===== config.mk =====
export PLATFORM = sky130hd
export DESIGN_NAME = data_unit
export DESIGN_NICKNAME = d
export VERILOG_FILES = /design/src/rtl/du_pkg.sv /design/src/rtl/du_edge.sv /design/src/rtl/du_count.sv /design/src/rtl/du_shift.sv /design/src/rtl/du_flags.sv /design/src/rtl/data_unit.sv
export SDC_FILE = /design/constraint.sdc
export NUM_CORES = 1
export LEC_CHECK = 0
export BUFFER_PORTS_ARGS = -buffer_cell sky130_fd_sc_hd__clkbuf_2
export CAP_MARGIN = 5
export CORE_AREA = 2 2 373 227
export DETAILED_ROUTE_END_ITERATION = 10
export DIE_AREA = 0 0 375 229
export GPL_ROUTABILITY_DRIVEN = 1
export PLACE_DENSITY_LB_ADDON = 0.15
export SYNTH_ARGS = -nofsm -noshare
export SYNTH_HDL_FRONTEND = slang
export SYNTH_SLANG_ARGS = --single-unit

===== constraint.sdc =====
create_clock -name clk_i -period 10 [get_ports clk_i]
set_input_delay 2 -clock clk_i [delete_from_list [all_inputs] [get_ports clk_i]]
set_output_delay 2 -clock clk_i [all_outputs]
set_load 0.1 [all_outputs]

===== src/rtl/du_pkg.sv =====
package du_pkg;

    typedef enum logic [3:0] {
        OP_IDLE      = 4'd0,
        OP_INCR      = 4'd1,
        OP_DECR      = 4'd2,
        OP_INCR_WRAP = 4'd3,
        OP_DECR_WRAP = 4'd4,
        OP_UPDN      = 4'd5,
        OP_UPDN_WRAP = 4'd6,
        OP_THREE_PT  = 4'd7,
        OP_SIN_L     = 4'd8,
        OP_SIN_R     = 4'd9,
        OP_SOUT_L    = 4'd10,
        OP_SOUT_R    = 4'd11,
        OP_MATCH     = 4'd12
    } du_op_e;

    localparam int FL_MATCH = 0;
    localparam int FL_OVF   = 1;
    localparam int FL_UNF   = 2;
    localparam int NFLAG    = 3;

    function automatic logic is_count_op(du_op_e op);
        return (op >= OP_INCR) && (op <= OP_THREE_PT);
    endfunction

    function automatic logic is_shift_op(du_op_e op);
        return (op >= OP_SIN_L) && (op <= OP_SOUT_R);
    endfunction

endpackage


===== src/rtl/du_edge.sv =====
module du_edge (
    input  logic       clk_i,
    input  logic       rst_ni,
    input  logic       lvl_i,
    input  logic [1:0] cap_edge_i,
    output logic       evt_o
);
    logic lvl_d, lvl_q;

    always_comb begin
        lvl_d = lvl_i;
        case (cap_edge_i)
            2'd0:    evt_o = lvl_i & ~lvl_q;
            2'd1:    evt_o = ~lvl_i & lvl_q;
            default: evt_o = lvl_i ^ lvl_q;
        endcase
    end

    always_ff @(posedge clk_i or negedge rst_ni) begin
        if (!rst_ni) lvl_q <= 1'b0;
        else         lvl_q <= lvl_d;
    end
endmodule


===== src/rtl/du_count.sv =====
module du_count
    import du_pkg::*;
#(
    parameter int W = 32
) (
    input  du_op_e         op_i,
    input  logic           evt_i,
    input  logic           dir_i,
    input  logic           sdat_i,
    input  logic [W-1:0]   cnt_i,
    input  logic [W-1:0]   d0_i,
    input  logic [W-1:0]   d1_i,
    input  logic [W-1:0]   d2_i,
    output logic [W-1:0]   cnt_o,
    output logic           ovf_o,
    output logic           unf_o,
    output logic           mat_o
);
    logic at_top, at_zero;
    logic [W-1:0] up_v, dn_v;

    always_comb begin
        at_top  = (cnt_i >= d1_i);
        at_zero = (cnt_i == '0);
        up_v    = cnt_i + 1'b1;
        dn_v    = cnt_i - 1'b1;
        cnt_o   = cnt_i;
        ovf_o   = 1'b0;
        unf_o   = 1'b0;
        mat_o   = 1'b0;
        if (evt_i) begin
            case (op_i)
                OP_INCR: begin
                    if (at_top) ovf_o = 1'b1;
                    else        cnt_o = up_v;
                end
                OP_DECR: begin
                    if (at_zero) unf_o = 1'b1;
                    else         cnt_o = dn_v;
                end
                OP_INCR_WRAP: begin
                    if (at_top) begin cnt_o = d0_i; ovf_o = 1'b1; end
                    else        cnt_o = up_v;
                end
                OP_DECR_WRAP: begin
                    if (at_zero) begin cnt_o = d1_i; unf_o = 1'b1; end
                    else         cnt_o = dn_v;
                end
                OP_UPDN: begin
                    if (dir_i) begin
                        if (at_top) ovf_o = 1'b1;
                        else        cnt_o = up_v;
                    end else begin
                        if (at_zero) unf_o = 1'b1;
                        else         cnt_o = dn_v;
                    end
                end
                OP_UPDN_WRAP: begin
                    if (dir_i) begin
                        if (at_top) begin cnt_o = d0_i; ovf_o = 1'b1; end
                        else        cnt_o = up_v;
                    end else begin
                        if (at_zero) begin cnt_o = d0_i; unf_o = 1'b1; end
                        else         cnt_o = dn_v;
                    end
                end
                OP_THREE_PT: begin
                    if (at_top) begin
                        cnt_o = d0_i;
                        ovf_o = 1'b1;
                    end else begin
                        cnt_o = up_v;
                        mat_o = (up_v == d2_i);
                    end
                end
                OP_MATCH: begin
                    cnt_o = {cnt_i[W-2:0], sdat_i};
                    mat_o = (((cnt_o ^ d1_i) & d2_i) == '0);
                end
                default: ;
            endcase
        end
    end
endmodule


===== src/rtl/du_shift.sv =====
module du_shift
    import du_pkg::*;
#(
    parameter int W   = 32,
    parameter int SW  = 3 * W,
    parameter int BCW = $clog2(SW + 1)
) (
    input  du_op_e           op_i,
    input  logic             evt_i,
    input  logic             run_i,
    input  logic             cont_i,
    input  logic             sdat_i,
    input  logic [BCW-1:0]   len_i,
    input  logic [BCW-1:0]   bitcnt_i,
    input  logic [W-1:0]     d0_i,
    input  logic [W-1:0]     d1_i,
    input  logic [W-1:0]     d2_i,
    input  logic [W-1:0]     d4_i,
    input  logic [W-1:0]     d5_i,
    input  logic [W-1:0]     d6_i,
    output logic [W-1:0]     d0_o,
    output logic [W-1:0]     d1_o,
    output logic [W-1:0]     d2_o,
    output logic [W-1:0]     d4_o,
    output logic [W-1:0]     d5_o,
    output logic [W-1:0]     d6_o,
    output logic [BCW-1:0]   bitcnt_o,
    output logic             run_o,
    output logic             done_o,
    output logic             sout_o
);
    localparam logic [BCW-1:0] SW_B = BCW'(SW);

    logic [SW-1:0]  win_l, win_r, wout_l, wout_r;
    logic [BCW-1:0] len_eff, cnt_inc;
    logic           step;

    always_comb begin
        win_l   = {d4_i, d6_i, d5_i};
        win_r   = {d5_i, d6_i, d4_i};
        wout_l  = {d1_i, d0_i, d2_i};
        wout_r  = {d2_i, d0_i, d1_i};
        len_eff = ((len_i == '0) || (len_i > SW_B)) ? SW_B : len_i;
        cnt_inc = bitcnt_i + 1'b1;
        step    = evt_i && run_i && is_shift_op(op_i);

        d0_o = d0_i; d1_o = d1_i; d2_o = d2_i;
        d4_o = d4_i; d5_o = d5_i; d6_o = d6_i;
        bitcnt_o = bitcnt_i;
        run_o    = run_i;
        done_o   = 1'b0;

        case (op_i)
            OP_SOUT_L: sout_o = wout_l[SW-1];
            OP_SOUT_R: sout_o = wout_r[0];
            default:   sout_o = 1'b0;
        endcase

        if (step) begin
            case (op_i)
                OP_SIN_L:  {d4_o, d6_o, d5_o} = {win_l[SW-2:0], sdat_i};
                OP_SIN_R:  {d5_o, d6_o, d4_o} = {sdat_i, win_r[SW-1:1]};
                OP_SOUT_L: {d1_o, d0_o, d2_o} = {wout_l[SW-2:0], cont_i & wout_l[SW-1]};
                OP_SOUT_R: {d2_o, d0_o, d1_o} = {cont_i & wout_r[0], wout_r[SW-1:1]};
                default: ;
            endcase
            if (cnt_inc == len_eff) begin
                done_o   = 1'b1;
                bitcnt_o = '0;
                run_o    = cont_i;
            end else begin
                bitcnt_o = cnt_inc;
            end
        end
    end
endmodule


===== src/rtl/du_flags.sv =====
module du_flags
    import du_pkg::*;
(
    input  logic             clk_i,
    input  logic             rst_ni,
    input  logic [NFLAG-1:0] set_i,
    input  logic [NFLAG-1:0] clr_i,
    input  logic [NFLAG-1:0] irq_en_i,
    input  logic [NFLAG-1:0] dma_en_i,
    output logic [NFLAG-1:0] flags_o,
    output logic [NFLAG-1:0] irq_o,
    output logic [NFLAG-1:0] dma_o
);
    logic [NFLAG-1:0] flags_d, flags_q;

    always_comb begin
        flags_d = (flags_q & ~clr_i) | set_i;
        flags_o = flags_q;
        irq_o   = flags_q & irq_en_i;
        dma_o   = flags_q & dma_en_i;
    end

    always_ff @(posedge clk_i or negedge rst_ni) begin
        if (!rst_ni) flags_q <= '0;
        else         flags_q <= flags_d;
    end

    // an uncleared flag is never lost
    p_flag_sticky_r11: assert property (@(posedge clk_i) disable iff (!rst_ni)
        1'b1 |=> ((flags_q & $past(flags_q & ~clr_i)) == $past(flags_q & ~clr_i)));

    // every raised event is visible in the next cycle
    p_flag_set_r11: assert property (@(posedge clk_i) disable iff (!rst_ni)
        1'b1 |=> ((flags_q & $past(set_i)) == $past(set_i)));
endmodule


===== src/rtl/data_unit.sv =====
module data_unit
    import du_pkg::*;
#(
    parameter int W      = 32,
    parameter int NUM_IN = 8,
    parameter int SEL_W  = $clog2(NUM_IN)
) (
    input  logic              clk_i,
    input  logic              rst_ni,
    input  logic [NUM_IN-1:0] lines_i,
    input  logic [SEL_W-1:0]  sel_trig_i,
    input  logic [SEL_W-1:0]  sel_dir_i,
    input  logic [SEL_W-1:0]  sel_sdat_i,
    input  logic [3:0]        opcode_i,
    input  logic [1:0]        cap_edge_i,
    input  logic              cont_i,
    input  logic              start_i,
    input  logic              wr_en_i,
    input  logic [2:0]        wr_idx_i,
    input  logic [W-1:0]      wr_data_i,
    input  logic [2:0]        rd_idx_i,
    output logic [W-1:0]      rd_data_o,
    input  logic [2:0]        flag_clr_i,
    input  logic [2:0]        irq_en_i,
    input  logic [2:0]        dma_en_i,
    output logic [2:0]        flags_o,
    output logic [2:0]        irq_o,
    output logic [2:0]        dma_o,
    output logic              sout_o,
    output logic              frame_done_o
);
    localparam int NREG = 8;
    localparam int SW   = 3 * W;
    localparam int BCW  = $clog2(SW + 1);
    localparam logic [BCW-1:0] SW_B = BCW'(SW);

    typedef struct packed {
        logic [NREG-1:0][W-1:0] data;
        logic [BCW-1:0]         bitcnt;
        logic                   running;
    } state_t;

    state_t state_d, state_q;
    du_op_e op;

    logic trig_lvl, dir_lvl, sdat_lvl, evt;
    logic ev_run;
    logic [W-1:0] cnt_nx;
    logic ovf_ev, unf_ev, mat_ev;
    logic [W-1:0] sh_d0, sh_d1, sh_d2, sh_d4, sh_d5, sh_d6;
    logic [BCW-1:0] sh_bitcnt;
    logic sh_run, sh_done;
    logic [NFLAG-1:0] flag_set;

    assign op       = du_op_e'(opcode_i);
    assign trig_lvl = lines_i[sel_trig_i];
    assign dir_lvl  = lines_i[sel_dir_i];
    assign sdat_lvl = lines_i[sel_sdat_i];
    assign ev_run   = evt & state_q.running;

    du_edge u_edge (
        .clk_i      (clk_i),
        .rst_ni     (rst_ni),
        .lvl_i      (trig_lvl),
        .cap_edge_i (cap_edge_i),
        .evt_o      (evt)
    );

    du_count #(.W(W)) u_count (
        .op_i   (op),
        .evt_i  (ev_run),
        .dir_i  (dir_lvl),
        .sdat_i (sdat_lvl),
        .cnt_i  (state_q.data[3]),
        .d0_i   (state_q.data[0]),
        .d1_i   (state_q.data[1]),
        .d2_i   (state_q.data[2]),
        .cnt_o  (cnt_nx),
        .ovf_o  (ovf_ev),
        .unf_o  (unf_ev),
        .mat_o  (mat_ev)
    );

    du_shift #(.W(W), .SW(SW), .BCW(BCW)) u_shift (
        .op_i     (op),
        .evt_i    (evt),
        .run_i    (state_q.running),
        .cont_i   (cont_i),
        .sdat_i   (sdat_lvl),
        .len_i    (state_q.data[7][BCW-1:0]),
        .bitcnt_i (state_q.bitcnt),
        .d0_i     (state_q.data[0]),
        .d1_i     (state_q.data[1]),
        .d2_i     (state_q.data[2]),
        .d4_i     (state_q.data[4]),
        .d5_i     (state_q.data[5]),
        .d6_i     (state_q.data[6]),
        .d0_o     (sh_d0),
        .d1_o     (sh_d1),
        .d2_o     (sh_d2),
        .d4_o     (sh_d4),
        .d5_o     (sh_d5),
        .d6_o     (sh_d6),
        .bitcnt_o (sh_bitcnt),
        .run_o    (sh_run),
        .done_o   (sh_done),
        .sout_o   (sout_o)
    );

    always_comb begin
        flag_set           = '0;
        flag_set[FL_MATCH] = mat_ev;
        flag_set[FL_OVF]   = ovf_ev;
        flag_set[FL_UNF]   = unf_ev;
    end

    du_flags u_flags (
        .clk_i    (clk_i),
        .rst_ni   (rst_ni),
        .set_i    (flag_set),
        .clr_i    (flag_clr_i),
        .irq_en_i (irq_en_i),
        .dma_en_i (dma_en_i),
        .flags_o  (flags_o),
        .irq_o    (irq_o),
        .dma_o    (dma_o)
    );

    always_comb begin
        state_d = state_q;
        if (is_count_op(op) || (op == OP_MATCH)) begin
            state_d.data[3] = cnt_nx;
        end
        if (is_shift_op(op)) begin
            state_d.data[0] = sh_d0;
            state_d.data[1] = sh_d1;
            state_d.data[2] = sh_d2;
            state_d.data[4] = sh_d4;
            state_d.data[5] = sh_d5;
            state_d.data[6] = sh_d6;
            state_d.bitcnt  = sh_bitcnt;
            state_d.running = sh_run;
        end
        if (start_i) begin
            state_d.running = 1'b1;
            state_d.bitcnt  = '0;
            if (is_count_op(op)) state_d.data[3] = state_q.data[0];
            else if (op == OP_MATCH) state_d.data[3] = '0;
        end
        if (wr_en_i) begin
            state_d.data[wr_idx_i] = wr_data_i;
        end
        rd_data_o    = state_q.data[rd_idx_i];
        frame_done_o = sh_done;
    end

    always_ff @(posedge clk_i or negedge rst_ni) begin
        if (!rst_ni) state_q <= '0;
        else         state_q <= state_d;
    end

    // a bounded up-count never climbs past DATA1 on its own
    p_no_overflow_r1: assert property (@(posedge clk_i) disable iff (!rst_ni)
        (op == OP_INCR) && !start_i && !wr_en_i && (state_q.data[3] <= state_q.data[1])
        |=> (state_q.data[3] <= $past(state_q.data[1])));

    // each active event below the limit lowers the down-count by one
    p_decr_step_r1: assert property (@(posedge clk_i) disable iff (!rst_ni)
        (op == OP_DECR) && ev_run && !start_i && !wr_en_i && (state_q.data[3] != '0)
        |=> (state_q.data[3] == $past(state_q.data[3]) - 1'b1));

    // a finished frame without continuous mode halts the unit
    p_frame_stop_r8: assert property (@(posedge clk_i) disable iff (!rst_ni)
        frame_done_o && !cont_i && !start_i |=> !state_q.running);

    // the bit counter stays inside one frame
    p_bitcnt_range_r8: assert property (@(posedge clk_i) disable iff (!rst_ni)
        state_q.bitcnt < SW_B);

    // no event acts while the unit is not armed
    p_idle_hold_r5: assert property (@(posedge clk_i) disable iff (!rst_ni)
        !state_q.running && !start_i && !wr_en_i |=> $stable(state_q.data));
endmodule


==> impl_metrics.csv <==
group,metric,value,unit
drt,via_per_inst,6.01,
clocking,clk_latency,570,ps
yosys,synth_edf_count,0,
yosys,netlist_instances,2587,
placement,place_area,22700,um^2
setup_path,start_kind,"primary input",
setup_path,critPathMaxFanout,60,
yosys,async_flop_share,1.00,
placement,routabilityCongestion,0.961,
placement,io_buffer_count,117,
yosys,synth_ff_type,"dfrtp_1",
grt,grt_max_degree,141,
clocking,cts_root_buffer,"clkbuf_16",
setup_path,r2r_slack,5310,ps
yosys,netlist_area,21300,um^2
worst_hold_path,hold_start,"state_q[250]",
yosys,netlist.area_leader.share,0.314,
clocking,htree_levels,2,
power,irDropWorstVdd,0.163,mV
worst_hold_path,hold_class,"flip-flop to flip-flop",
clocking,post-cts-setup-buffers,0,
setup_path,regToRegStartpoint,"state_q[104]",
final_layout,fillCellCount,8785,
yosys,ys_ff_latch,268,
final_layout,final_cell_area,23900,um^2
worst_hold_path,holdPathStages,1,
drt,wire_per_inst,29.2,um
timing,fin_crit,7030,ps
yosys,ys.warnings.count,0,
final_layout,nNetsFinal,2624,
timing,max_slew_margin,0.181,
timing,setup_viol,0,
timing,timing.hold.ws,500,ps
grt,grt_use_total,0.241,
power,p_leak,0.00879,uW
timing,rsz0062_at_grt,"false",
clocking,postCtsResizedCells,0,
floorplanning,design.core.area,82600,um^2
timing,hold_viol_final,0,
timing,skew,31.0,ps
clocking,cts_tree,"yes",
floorplanning,die_area,85900,um^2
floorplanning,rows,82,
clocking,cts_inserted_buffers,34,
timing,max_freq,142,MHz
status,status,"completed",
timing,worst_pin_slew,1220,ps
grt,antenna_found_initial,7,
clocking,cts_sinks,268,
yosys,yosysSeqAreaShare,0.314,
setup_path,r2r_end,"state_q[130]",
setup_path,endpoint_kind,"primary output",
placement,place_hpwl,71.4,mm
yosys,yosysTopAreaCell,"dfrtp_1",
timing,maxSlewViolCount,0,
grt,grt-ovfl-total,0,
grt,grt_pass1_vias,20700,
drt,num_vias,21800,
drt,wl,106,mm
drt,first_pass_iters,7,
yosys,syn-num-nets,2699,
floorplanning,die_w,375,um
final_layout,area.sequential,6710,um^2
final_layout,multi_input_area,13400,um^2
setup_path,crit_type,"primary input to primary output",
setup_path,arrival,5030,ps
final_layout,drive_gt1_frac,0.163,
floorplanning,die_h,229,um
drt,detail-route-antenna-nets,0,
setup_path,reg2reg_depth,12,
floorplanning,initial_core_util,0.258,
setup_path,cp.required,8000,ps
grt,grt_pass1_wl,155,mm
yosys,synth.area.top_cells,"dfrtp_1, o21ai_0, mux4_2",
floorplanning,ios,118,
power,power.density,221,nW/um^2
final_layout,synthToLayoutAreaGrowth,12.1,%
yosys,yosysUniqueCellTypes,78,
clocking,clk_pin_slew,50,ps
final_layout,final_core_util,0.289,
worst_hold_path,hold_path_end,"state_q[250]",
yosys,avgSynthCellArea,8.24,um^2
timing,fin_crit_sh,0.703,
drt,drt_iter0_drc,2818,
clocking,clockBufferDepth,3,
flow_run,max-cap-violations,0,
drt,drc,0,
timing,tns,0,ps
clocking,hold_buffers,0,
-- how the worst max path moves through the flow --
stage                       start            to  slack, ps
floorplan           sel_trig_i[0]  frame_done_o       2680
global route        sel_trig_i[0]  frame_done_o       2710
global placement    sel_trig_i[0]  frame_done_o       3000
finish              sel_trig_i[0]  frame_done_o       2970
detailed placement  sel_trig_i[0]  frame_done_o       2950
CTS                 sel_trig_i[0]  frame_done_o       2950
-- synth_stat cells (all sizes together) (4+ instances only) --
| library cell | instances |
|---|---|
| a211o | 4 |
| a31oi | 12 |
| mux2 | 70 |
| a221oi | 13 |
| a22o | 11 |
| or2 | 7 |
| o221ai | 5 |
| mux4 | 68 |
| buf | 56 |
| xnor2 | 59 |
| mux2i | 7 |
| o221a | 4 |
| nor2b | 7 |
| nand2 | 278 |
| a221o | 74 |
| a32oi | 4 |
| nor3b | 8 |
| o32ai | 4 |
| or3 | 8 |
| a21oi | 223 |
| and4 | 6 |
| a32o | 4 |
| nor4 | 25 |
| a211oi | 12 |
| nand3 | 33 |
| a22oi | 168 |
| o2111ai | 4 |
| o22ai | 14 |
| nor2 | 213 |
| clkbuf | 230 |
| and3 | 27 |
| nand2b | 15 |
| o31ai | 5 |
| ha | 37 |
| nand3b | 5 |
| nor3 | 39 |
| xor2 | 63 |
| or4 | 13 |
| inv | 55 |
| o41ai | 4 |
| o21ai | 341 |
| and2 | 13 |
| o211ai | 15 |
| dfrtp | 268 |
| nand4 | 21 |
-- area by class of cell --
type | instances | share of cell area
multi-input cells | 1978 | 0.562
flip-flops and latches | 268 | 0.281
well taps | 1092 | 0.0572
repair buffers | 175 | 0.0439
clock buffers | 47 | 0.0410
inverters | 55 | 0.00864
clock inverters | 11 | 0.00654
diodes | 5 | 0.000524
-- critical path, cell delays in order --
cell and delay, ps:
clkbuf_2 130, mux4_2 530, mux2i_1 200, inv_1 80
ha_1 190, mux2_2 260, o211ai_1 160, buf_4 230
or2_4 650, nor2_1 150, clkbuf_2 410
-- per-layer routing --
metal	up-vias	GRT usage	share of wire
li1	9445	-	-
met1	11100	0.371	0.48
met2	1145	0.333	0.40
met3	168	0.0562	0.093
met4	6	0.0580	0.023
met5	-	0	0.00040
-- kinds of logic after synthesis --
logic type	Yosys count	share of synthesized area
AO/OA/AOI/OAI	954	0.286
XOR/XNOR	123	0.0512
adder cells (fa/ha/maj)	37	0.0217
buffers and inverters	341	0.0623
flip-flops	268	0.314
multiplexers	145	0.112
AND/OR/NAND/NOR	719	0.153
-- where the power goes --
part | switching, uW | internal, uW | total (uW)
sequential | 667 | 1320 | 1990
combinational | 1280 | 681 | 1960
clock | 562 | 765 | 1330
total | 2510 | 2770 | 5280
-- cell usage in the layout, fill, tap and decap left out, types with 6 or more instances in the layout --
master	count
inv_1	55
a21oi_1	222
or4_1	9
nand2b_1	15
nand4_1	21
nor2_4	9
buf_4	59
dfrtp_1	268
nor2_1	203
and3_1	26
a221o_1	74
ha_1	37
mux2i_1	7
and2_1	12
a31oi_1	12
a211oi_1	11
a22o_1	11
clkbuf_8	8
or3_1	7
nor3_1	34
xor2_1	63
mux2_2	70
a22oi_1	168
nor3b_1	8
o22ai_1	14
clkbuf_2	114
or2_2	6
a221oi_1	8
o21ai_0	335
mux4_2	68
o211ai_1	15
nor4_1	23
nor2b_1	6
nand3_1	33
clkbuf_16	34
nand2_1	277
and4_1	6
xnor2_1	59
-- per-stage QoR --
| step | total power (uW) | setup slack, ps | cells |
|---|---|---|---|
| after global routing | 5510 | 2710 | 3628 |
| after floorplan | 3040 | 2680 | 2587 |
| after detailed placement | 3890 | 2950 | 3568 |
| after CTS | 5230 | 2950 | 3626 |
| after global placement | 3870 | 3000 | 3568 |
| final | 5280 | 2970 | 3631 |
-- sequential cells by signal, indices dropped and copies added (netlist names) --
| register | flops |
|---|---|
| u_edge.lvl_q | 1 |
| u_flags.flags_o | 3 |
| state_q | 264 |
(Power assumes the default switching activity.)
